$ cat src/rtl/bwc_pkg.sv
`timescale 1ns/1ps
package bwc_pkg;
  typedef enum logic [1:0] {
    ST_IDLE = 2'd0,
    ST_RUN  = 2'd1,
    ST_DONE = 2'd2
  } bwc_state_e;

  function automatic int max_int(input int a, input int b);
    return (a > b) ? a : b;
  endfunction
endpackage

$ cat src/rtl/bwc_wait_sel.sv
`timescale 1ns/1ps
module bwc_wait_sel #(
  parameter int NARROW_WAITS = 4,
  parameter int WIDE_WAITS   = 1,
  parameter int CNT_W        = 3
) (
  input  logic             wide_i,
  output logic [CNT_W-1:0] waits_o
);
  localparam logic [CNT_W-1:0] NarrowCnt = CNT_W'(NARROW_WAITS);
  localparam logic [CNT_W-1:0] WideCnt   = CNT_W'(WIDE_WAITS);

  always_comb waits_o = wide_i ? WideCnt : NarrowCnt;
endmodule

$ cat src/rtl/bwc_wait_cnt.sv
`timescale 1ns/1ps
module bwc_wait_cnt #(
  parameter int CNT_W = 3
) (
  input  logic             clk_i,
  input  logic             rst_ni,
  input  logic             load_i,
  input  logic [CNT_W-1:0] load_val_i,
  input  logic             dec_i,
  output logic             zero_o
);
  logic [CNT_W-1:0] cnt_q;

  always_ff @(posedge clk_i or negedge rst_ni) begin
    if (!rst_ni)     cnt_q <= '0;
    else if (load_i) cnt_q <= load_val_i;
    else if (dec_i && cnt_q != '0) cnt_q <= cnt_q - 1'b1;
  end

  assign zero_o = (cnt_q == '0);
endmodule

$ cat src/rtl/bwc_seq.sv
`timescale 1ns/1ps
module bwc_seq
  import bwc_pkg::*;
(
  input  logic clk_i,
  input  logic rst_ni,
  input  logic start_i,
  input  logic zws_ni,
  input  logic cnt_zero_i,
  output logic load_o,
  output logic dec_o,
  output logic busy_o,
  output logic done_o
);
  bwc_state_e state_q, state_d;

  always_comb begin
    state_d = state_q;
    load_o  = 1'b0;
    dec_o   = 1'b0;
    unique case (state_q)
      ST_IDLE, ST_DONE: begin
        // done cycle also accepts, giving back-to-back cycles
        if (start_i) begin
          state_d = ST_RUN;
          load_o  = 1'b1;
        end else begin
          state_d = ST_IDLE;
        end
      end
      ST_RUN: begin
        if (!zws_ni || cnt_zero_i) state_d = ST_DONE;
        else                       dec_o   = 1'b1;
      end
      default: state_d = ST_IDLE;
    endcase
  end

  always_ff @(posedge clk_i or negedge rst_ni) begin
    if (!rst_ni) state_q <= ST_IDLE;
    else         state_q <= state_d;
  end

  assign busy_o = (state_q == ST_RUN);
  assign done_o = (state_q == ST_DONE);
endmodule

$ cat src/rtl/bus_wait_ctrl.sv
`timescale 1ns/1ps
module bus_wait_ctrl #(
  parameter int NARROW_WAITS = 4,
  parameter int WIDE_WAITS   = 1
) (
  input  logic clk_i,
  input  logic rst_ni,
  input  logic start_i,
  input  logic wide_i,
  input  logic zws_ni,
  output logic busy_o,
  output logic done_o
);
  localparam int MaxWaits = bwc_pkg::max_int(NARROW_WAITS, WIDE_WAITS);
  localparam int CntW     = (MaxWaits < 1) ? 1 : $clog2(MaxWaits + 1);

  logic [CntW-1:0] waits;
  logic            load, dec, cnt_zero;

  bwc_wait_sel #(
    .NARROW_WAITS(NARROW_WAITS),
    .WIDE_WAITS  (WIDE_WAITS),
    .CNT_W       (CntW)
  ) i_sel (
    .wide_i (wide_i),
    .waits_o(waits)
  );

  bwc_wait_cnt #(.CNT_W(CntW)) i_cnt (
    .clk_i     (clk_i),
    .rst_ni    (rst_ni),
    .load_i    (load),
    .load_val_i(waits),
    .dec_i     (dec),
    .zero_o    (cnt_zero)
  );

  bwc_seq i_seq (
    .clk_i     (clk_i),
    .rst_ni    (rst_ni),
    .start_i   (start_i),
    .zws_ni    (zws_ni),
    .cnt_zero_i(cnt_zero),
    .load_o    (load),
    .dec_o     (dec),
    .busy_o    (busy_o),
    .done_o    (done_o)
  );
endmodule

$ cat config.mk
export PLATFORM = sky130hd
export DESIGN_NAME = bus_wait_ctrl
export DESIGN_NICKNAME = d
export VERILOG_FILES = /design/src/rtl/bwc_pkg.sv /design/src/rtl/bwc_wait_sel.sv /design/src/rtl/bwc_wait_cnt.sv /design/src/rtl/bwc_seq.sv /design/src/rtl/bus_wait_ctrl.sv
export SDC_FILE = /design/constraint.sdc
export NUM_CORES = 1
export LEC_CHECK = 0
export BUFFER_PORTS_ARGS = -buffer_cell sky130_fd_sc_hd__clkbuf_2
export CORE_AREA = 2 2 39 41
export DETAILED_ROUTE_END_ITERATION = 7
export DIE_AREA = 0 0 41 43
export MAX_ROUTING_LAYER = met4
export PLACE_DENSITY = 0.51
export SKIP_LAST_GASP = 1
export SYNTH_ARGS = -nofsm -noshare
export SYNTH_HDL_FRONTEND = slang
export SYNTH_HIERARCHICAL = 1
export SYNTH_SLANG_ARGS = --single-unit
$ cat constraint.sdc
create_clock -name clk_i -period 2.33 [get_ports clk_i]
set_clock_uncertainty 0.1 [all_clocks]
set_input_delay 0.1165 -clock clk_i [delete_from_list [all_inputs] [get_ports clk_i]]
set_output_delay 0.1165 -clock clk_i [all_outputs]
set_load 0.005 [all_outputs]
==> out/metrics.json, run 1 <==
{
  "outcome": "complete, no violations",
  "crit_top_cell": "ha_1",
  "synth_top_area_share_pct": 38.0,
  "slowest_cell_on_the_critical_path": "dfrtp_1",
  "antenna_violations_before_repair": 0,
  "initial_utilization_pct": 23.8,
  "drt_drc_violations_left": 0,
  "register_area_sq_um": 125,
  "die_area_sq_um": 1760,
  "finalCritPeriodShare_pct": 82.2,
  "timing.fmax_mhz": 522,
  "finalHoldViolCount": 0,
  "first_iter_violations": 1,
  "route.detailed.vias_per_inst": 4.47,
  "yosys_most_used_dff": "dfrtp_1",
  "cell_type_with_the_highest_aggregate_area_in_the_netlist": "dfrtp_1",
  "critical_path.reg2reg.startpoint": "i_cnt/cnt_q[0]",
  "clock_sink_count": 5,
  "tritoncts": "built",
  "io_buffer_count": 6,
  "globalRouteTotalUtil_pct": 8.44,
  "first_global_vias": 251,
  "seq_area_frac_synth_pct": 38.0,
  "mappedNetlistNets": 39,
  "syn_area_sq_um": 329,
  "final_setup_fails": 0,
  "globalRoute.totalOverflow": 0,
  "synth-edff-count": 0,
  "synth_area_leaders": "dfrtp_1, nor2b_1, a221o_1",
  "worst_ep_required_time_ns": 2.34,
  "vdd_ir_drop_max_uv": 228,
  "postRouteWirelength_um": 562,
  "power.leakage_nw": 0.198,
  "cts_inserted_buffers": 3,
  "rr_endpoint": "i_cnt/cnt_q[1]",
  "num_vias": 259,
  "hold_path.class": "primary input to register",
  "antenna_diode_instance_count": 0,
  "syn-instance-count": 32,
  "synth.avg_cell_area_sq_um": 10.3,
  "fin_hold_ws_ns": 0.0343,
  "globalplace.congestion": 0.741,
  "cellPowerDensity_nw_per_um2": 1100,
  "totalNegativeSetupSlack_ns": 0,
  "wl_per_cell_um": 9.69,
  "grt_pass1_wl_um": 931,
  "finalCriticalPeriod_ns": 1.91,
  "die_w_um": 41,
  "place_area_sq_um": 360,
  "maxSlewViolCount": 0,
  "postSynth.asyncResetShare_pct": 100,
  "n_fill_cell": 145,
  "rows": 14,
  "grt_max_degree": 11,
  "setup.worst_path.class": "register to register",
  "clock_latency_ns": 0.23,
  "max_stage_delay_ns": 0.38,
  "cp.arrival_ns": 1.93,
  "netlist_top_cells_count": "dfrtp_1, inv_1, nor2b_1",
  "cap_viol_max_count": 0,
  "netlist-cell-type-count": 14,
  "crit_start": "i_cnt/cnt_q[0]",
  "root_buffer": "clkbuf_4",
  "post_route_cells_drive_above_1_share_pct": 26.2,
  "cts.reportedPaths.clkPinSlew_ns": 0.04,
  "layout.cell_area.non_filler_sq_um": 407,
  "rsz_0062_raised_after_global_routing": "no",
  "drt-pass1-iter-count": 2,
  "yosys_warnings": 6,
  "worst_setup_path_endpoint": "i_cnt/cnt_q[1]",
  "cp_max_fo": 6,
  "startpoint_type": "register",
  "worstHoldStart": "wide_i",
  "top_level_ports": 7,
  "cts.repair.resized": 0,
  "setup.worst_path.end_class": "register",
  "synthToLayoutAreaGrowth_pct": 23.6,
  "antenna_violating_nets_post_route": 0,
  "holdPathStages": 2,
  "ctsLongestPathBuffers": 2,
  "dp_hpwl_um": 444,
  "synth-seq-cells": 5,
  "reg2regPathDepth": 6,
  "h-tree-depth": 1,
  "chipHeight_um": 43,
  "regToRegSetupSlack_ns": 0.42,
  "combined_area_of_the_multi_input_logic_cells_sq_um": 159,
  "design.core.area_sq_um": 1380,
  "finalNetCount": 50,
  "path_cells": "inv_1 > ha_1 > ha_1 > and4bb_1 > nand2b_1 > a221o_1"
}
==> worst min-delay path by stage <==
stage | to | slack [ns]
CTS | i_cnt/cnt_q[0] | 0.03
finish | i_cnt/cnt_q[0] | 0.03
detailed placement | i_seq/state_q[0] | -0.16
floorplan | i_cnt/cnt_q[0] | -0.28
global route | i_cnt/cnt_q[0] | 0.06
global placement | i_seq/state_q[0] | -0.16
==> final cells by class <==
| type | instances | share of cell area [%] |
|---|---|---|
| clock buffer | 4 | 6.46 |
| multi-input combinational | 19 | 39.1 |
| tap | 16 | 4.92 |
| sequential | 5 | 30.8 |
| timing repair buffer | 9 | 14.2 |
| inverter | 5 | 4.62 |
==> cells in the final DEF, fill, tap and decap left out, drive strengths merged <==
| master | count |
|---|---|
| a21boi | 1 |
| clkbuf | 10 |
| dfrtp | 5 |
| a221o | 3 |
| ha | 2 |
| and4bb | 1 |
| nor2b | 5 |
| conb | 1 |
| nor4b | 3 |
| nand2b | 1 |
| or2 | 1 |
| dlygate4sd3 | 2 |
| and2b | 1 |
| buf | 1 |
| inv | 5 |
==> flip-flops by register name (all words and copies together) (netlist names) <==
signal	flops
i_cnt/cnt_q	3
i_seq/state_q	2
==> cell families after synthesis <==
group / synth area share, %
adders and majority gates: 7.60
buffers and inverters: 13.7
and+or+nand+nor: 28.1
AOI/OAI and AO/OA: 11.4
DFF: 38.0
other: 1.14
==> per-layer routing <==
layer  share of wire (%)  wire length (um)  track usage, %
met4                 2.1                12            10.0
met3                 3.7                21            1.57
met2                  50               280            12.2
met1                  44               247            8.06
met5                   0                 0               -
==> per-stage QoR <==
step / setup WS [ns] / util [%] / instances / power, W
detailed placement: 0.438 / 26.0 / 52 / 0.000356
global placement: 0.445 / 26.0 / 52 / 0.000357
finish: 0.415 / 29.4 / 58 / 0.000449
CTS: 0.428 / 29.4 / 58 / 0.000457
global route: 0.305 / 29.4 / 58 / 0.000495
floorplan: 0.634 / - / 32 / 0.000305
==> worst max-delay path: cells and delay by family (launching register included) <==
kind | cells | cell delay (ns)
compound gates | 1 | 0.30
fa+ha+maj | 2 | 0.45
buf+inv | 1 | 0.06
flops | 1 | 0.38
simple gates | 2 | 0.50
==> power by group <==
group | internal, W | switching (W) | total, W
registers | 0.000126 | 0.0000261 | 0.000152
logic | 0.000113 | 0.0000887 | 0.000202
clock network | 0.0000645 | 0.0000309 | 0.0000953
==> timing repair <==
action / CTS / global route
endpoints found under the hold margin: 6 / 0
buffers inserted: 0 / 0
hold buffers: 2 / 0
Power figures use the tool's default switching activity.
==> inputs of run 2 (changes only) <==
==> constraint.sdc (replaced) <==
create_clock -name clk_i -period 1.98 [get_ports clk_i]
set_clock_uncertainty 0.1 [all_clocks]
set_input_delay 0.099 -clock clk_i [delete_from_list [all_inputs] [get_ports clk_i]]
set_output_delay 0.099 -clock clk_i [all_outputs]
set_load 0.005 [all_outputs]
==> run 2 against run 1 <==
Against the previous run:
- highest routed layer is now met3
- wire length increased by 14%
- sequential share of layout area decreased by 0.56 points
- setup slack got worse by 0.26 ns
- global-route usage increased by 1.1 points
- non-clock buffer count increased by 1
- clock-buffer cell count unchanged
- final cell count increased by 1.7%
- power increased by 23%
- via count decreased by 4.2%
- sequential power increased by 21%
- fmax increased by 5.1%
==> out/metrics.json, run 2 (same netlist as run 1, synthesis figures left out) <==
{
  "cp_top_family": "simple AND/OR/NAND/NOR gates",
  "timing.fmax_mhz": 549,
  "cts_inserted_buffers": 3,
  "p_int_w": 0.000367,
  "totalNegativeSetupSlack_ns": 0,
  "io_buffer_count": 6,
  "hold_path.class": "primary input to register",
  "tritoncts": "built",
  "register_area_sq_um": 125,
  "finalWorstSetupSlack_ns": 0.158,
  "layout.cell_area.non_filler_sq_um": 414,
  "die_area_sq_um": 1760,
  "finalCritPeriodShare_pct": 92.0,
  "globalRoute.totalOverflow": 0,
  "slowest_cell_on_the_critical_path": "dfrtp_1",
  "cp_max_fo": 5,
  "combined_area_of_the_multi_input_logic_cells_sq_um": 159,
  "outcome": "complete, no violations",
  "crit_top_cell": "ha_1",
  "ctsLongestPathBuffers": 2,
  "clock_latency_ns": 0.24,
  "setup.worst_path.class": "register to register",
  "drt_drc_violations_left": 0,
  "totalPowerFinal_w": 0.000554,
  "grt_max_degree": 11,
  "setup.worst_path.end_class": "register",
  "place_area_sq_um": 368,
  "regMostFlops": "i_cnt/cnt_q",
  "path_buf_inv": 1,
  "final_common_cell": "clkbuf_2",
  "postRouteWirelength_um": 641,
  "num_vias": 248,
  "path_cells": "inv_1 > ha_1 > ha_1 > and4bb_1 > nor4b_1 > a221o_1",
  "design.core.area_sq_um": 1380,
  "route.detailed.vias_per_inst": 4.20,
  "first_iter_violations": 2,
  "top_level_ports": 7,
  "antenna_diode_instance_count": 0,
  "vdd_ir_drop_max_uv": 286,
  "rows": 14,
  "final_setup_fails": 0,
  "seq_power_share_pct": 33.1,
  "postLayoutCoreUtil_pct": 29.9,
  "swShare_pct": 33.8,
  "startpoint_type": "register",
  "globalRouteTotalUtil_pct": 9.55,
  "combPwrFrac_pct": 45.2,
  "worst_ep_required_time_ns": 2.06,
  "initial_utilization_pct": 23.8,
  "globalplace.congestion": 0.751,
  "dpl_worst_slack_ns": 0.193,
  "drt-pass1-iter-count": 4,
  "most_frequent_cells_in_the_layout": "clkbuf_2, inv_1, nor2b_1, dfrtp_1",
  "clkPwrFrac_pct": 21.7,
  "h-tree-depth": 1,
  "wl_per_cell_um": 10.9,
  "grt_pass1_wl_um": 993,
  "largest_register_ff_count": 3,
  "clock_sink_count": 5,
  "synthToLayoutAreaGrowth_pct": 25.9,
  "power.leakage_nw": 0.203,
  "cts.reportedPaths.clkPinSlew_ns": 0.05,
  "finalCriticalPeriod_ns": 1.82,
  "root_buffer": "clkbuf_4",
  "first_global_vias": 238,
  "antenna_violations_before_repair": 0,
  "finalHoldViolCount": 0,
  "post_route_cells_drive_above_1_share_pct": 27.9,
  "cellPowerDensity_nw_per_um2": 1340,
  "n_fill_cell": 144,
  "sw_power_w": 0.000187,
  "antenna_violating_nets_post_route": 0,
  "rsz_0062_raised_after_global_routing": "no",
  "dp_hpwl_um": 494,
  "cp.arrival_ns": 1.90,
  "reg.largest.list": "i_cnt/cnt_q x3, i_seq/state_q x2",
  "maxSlewViolCount": 0,
  "max_stage_delay_ns": 0.39,
  "cap_viol_max_count": 0,
  "die_w_um": 41,
  "chipHeight_um": 43,
  "postCtsSetupBuffers": 0,
  "finalNetCount": 51
}
run 2: cell count changes in the layout (fill, tap and decap cells not counted), sizes merged:
cell / before / now
buf: 1 / 2
run 2: routing by layer:
metal / global-route usage, % / vias to the layer above / share of wire (%)
li1: - / 127 / -
met1: 10.2 / 115 / 44
met2: 12.5 / 6 / 51
met3: 3.14 / 0 / 4.4
met4: 10.0 / 0 / 0
met5: - / - / 0
run 2: through the flow:
step / hold slack [ns] / std cells
after floorplan: -0.297 / 32
after global placement: -0.184 / 53
after detailed placement: -0.175 / 53
after CTS: 0.0309 / 59
after global routing: 0.0581 / 59
final: 0.0351 / 59
run 2: worst paths after layout:
| kind | start | to | slack (ns) | depth (start not counted) |
|---|---|---|---|---|
| setup reg to reg | i_cnt/cnt_q[0] | i_cnt/cnt_q[1] | 0.16 | 6 |
| hold / removal | wide_i | i_cnt/cnt_q[0] | 0.04 | 2 |
| max in group asynchronous | rst_ni | i_seq/state_q[1] | 1.53 | 2 |
| hold reg to reg | i_seq/state_q[1] | i_seq/state_q[1] | 0.50 | 2 |
| min in group asynchronous | rst_ni | i_seq/state_q[0] | 0.10 | 2 |
| setup / recovery | i_cnt/cnt_q[0] | i_cnt/cnt_q[1] | 0.16 | 6 |
run 2: cell type report:
cell class	instances	area share (%)
inverters	5	4.53
flip-flops and latches	5	30.2
multi-input cells	19	38.4
repair buffers	10	15.7
well taps	16	4.83
clock buffers	4	6.34
run 2: what timing repair did:
action	4_1_cts	5_1_grt
hold buffers	2	0
hold endpoints to repair	6	0
gates resized for setup	0	0
run 2: power by group through the flow:
stage                     logic (W)  registers [W]  clock network, W
after CTS                  0.000252       0.000185          0.000125
final                      0.000250       0.000184          0.000120
after global routing       0.000284       0.000190          0.000133
after floorplan            0.000189       0.000170                 0
after detailed placement   0.000251       0.000183                 0
after global placement     0.000245       0.000187                 0
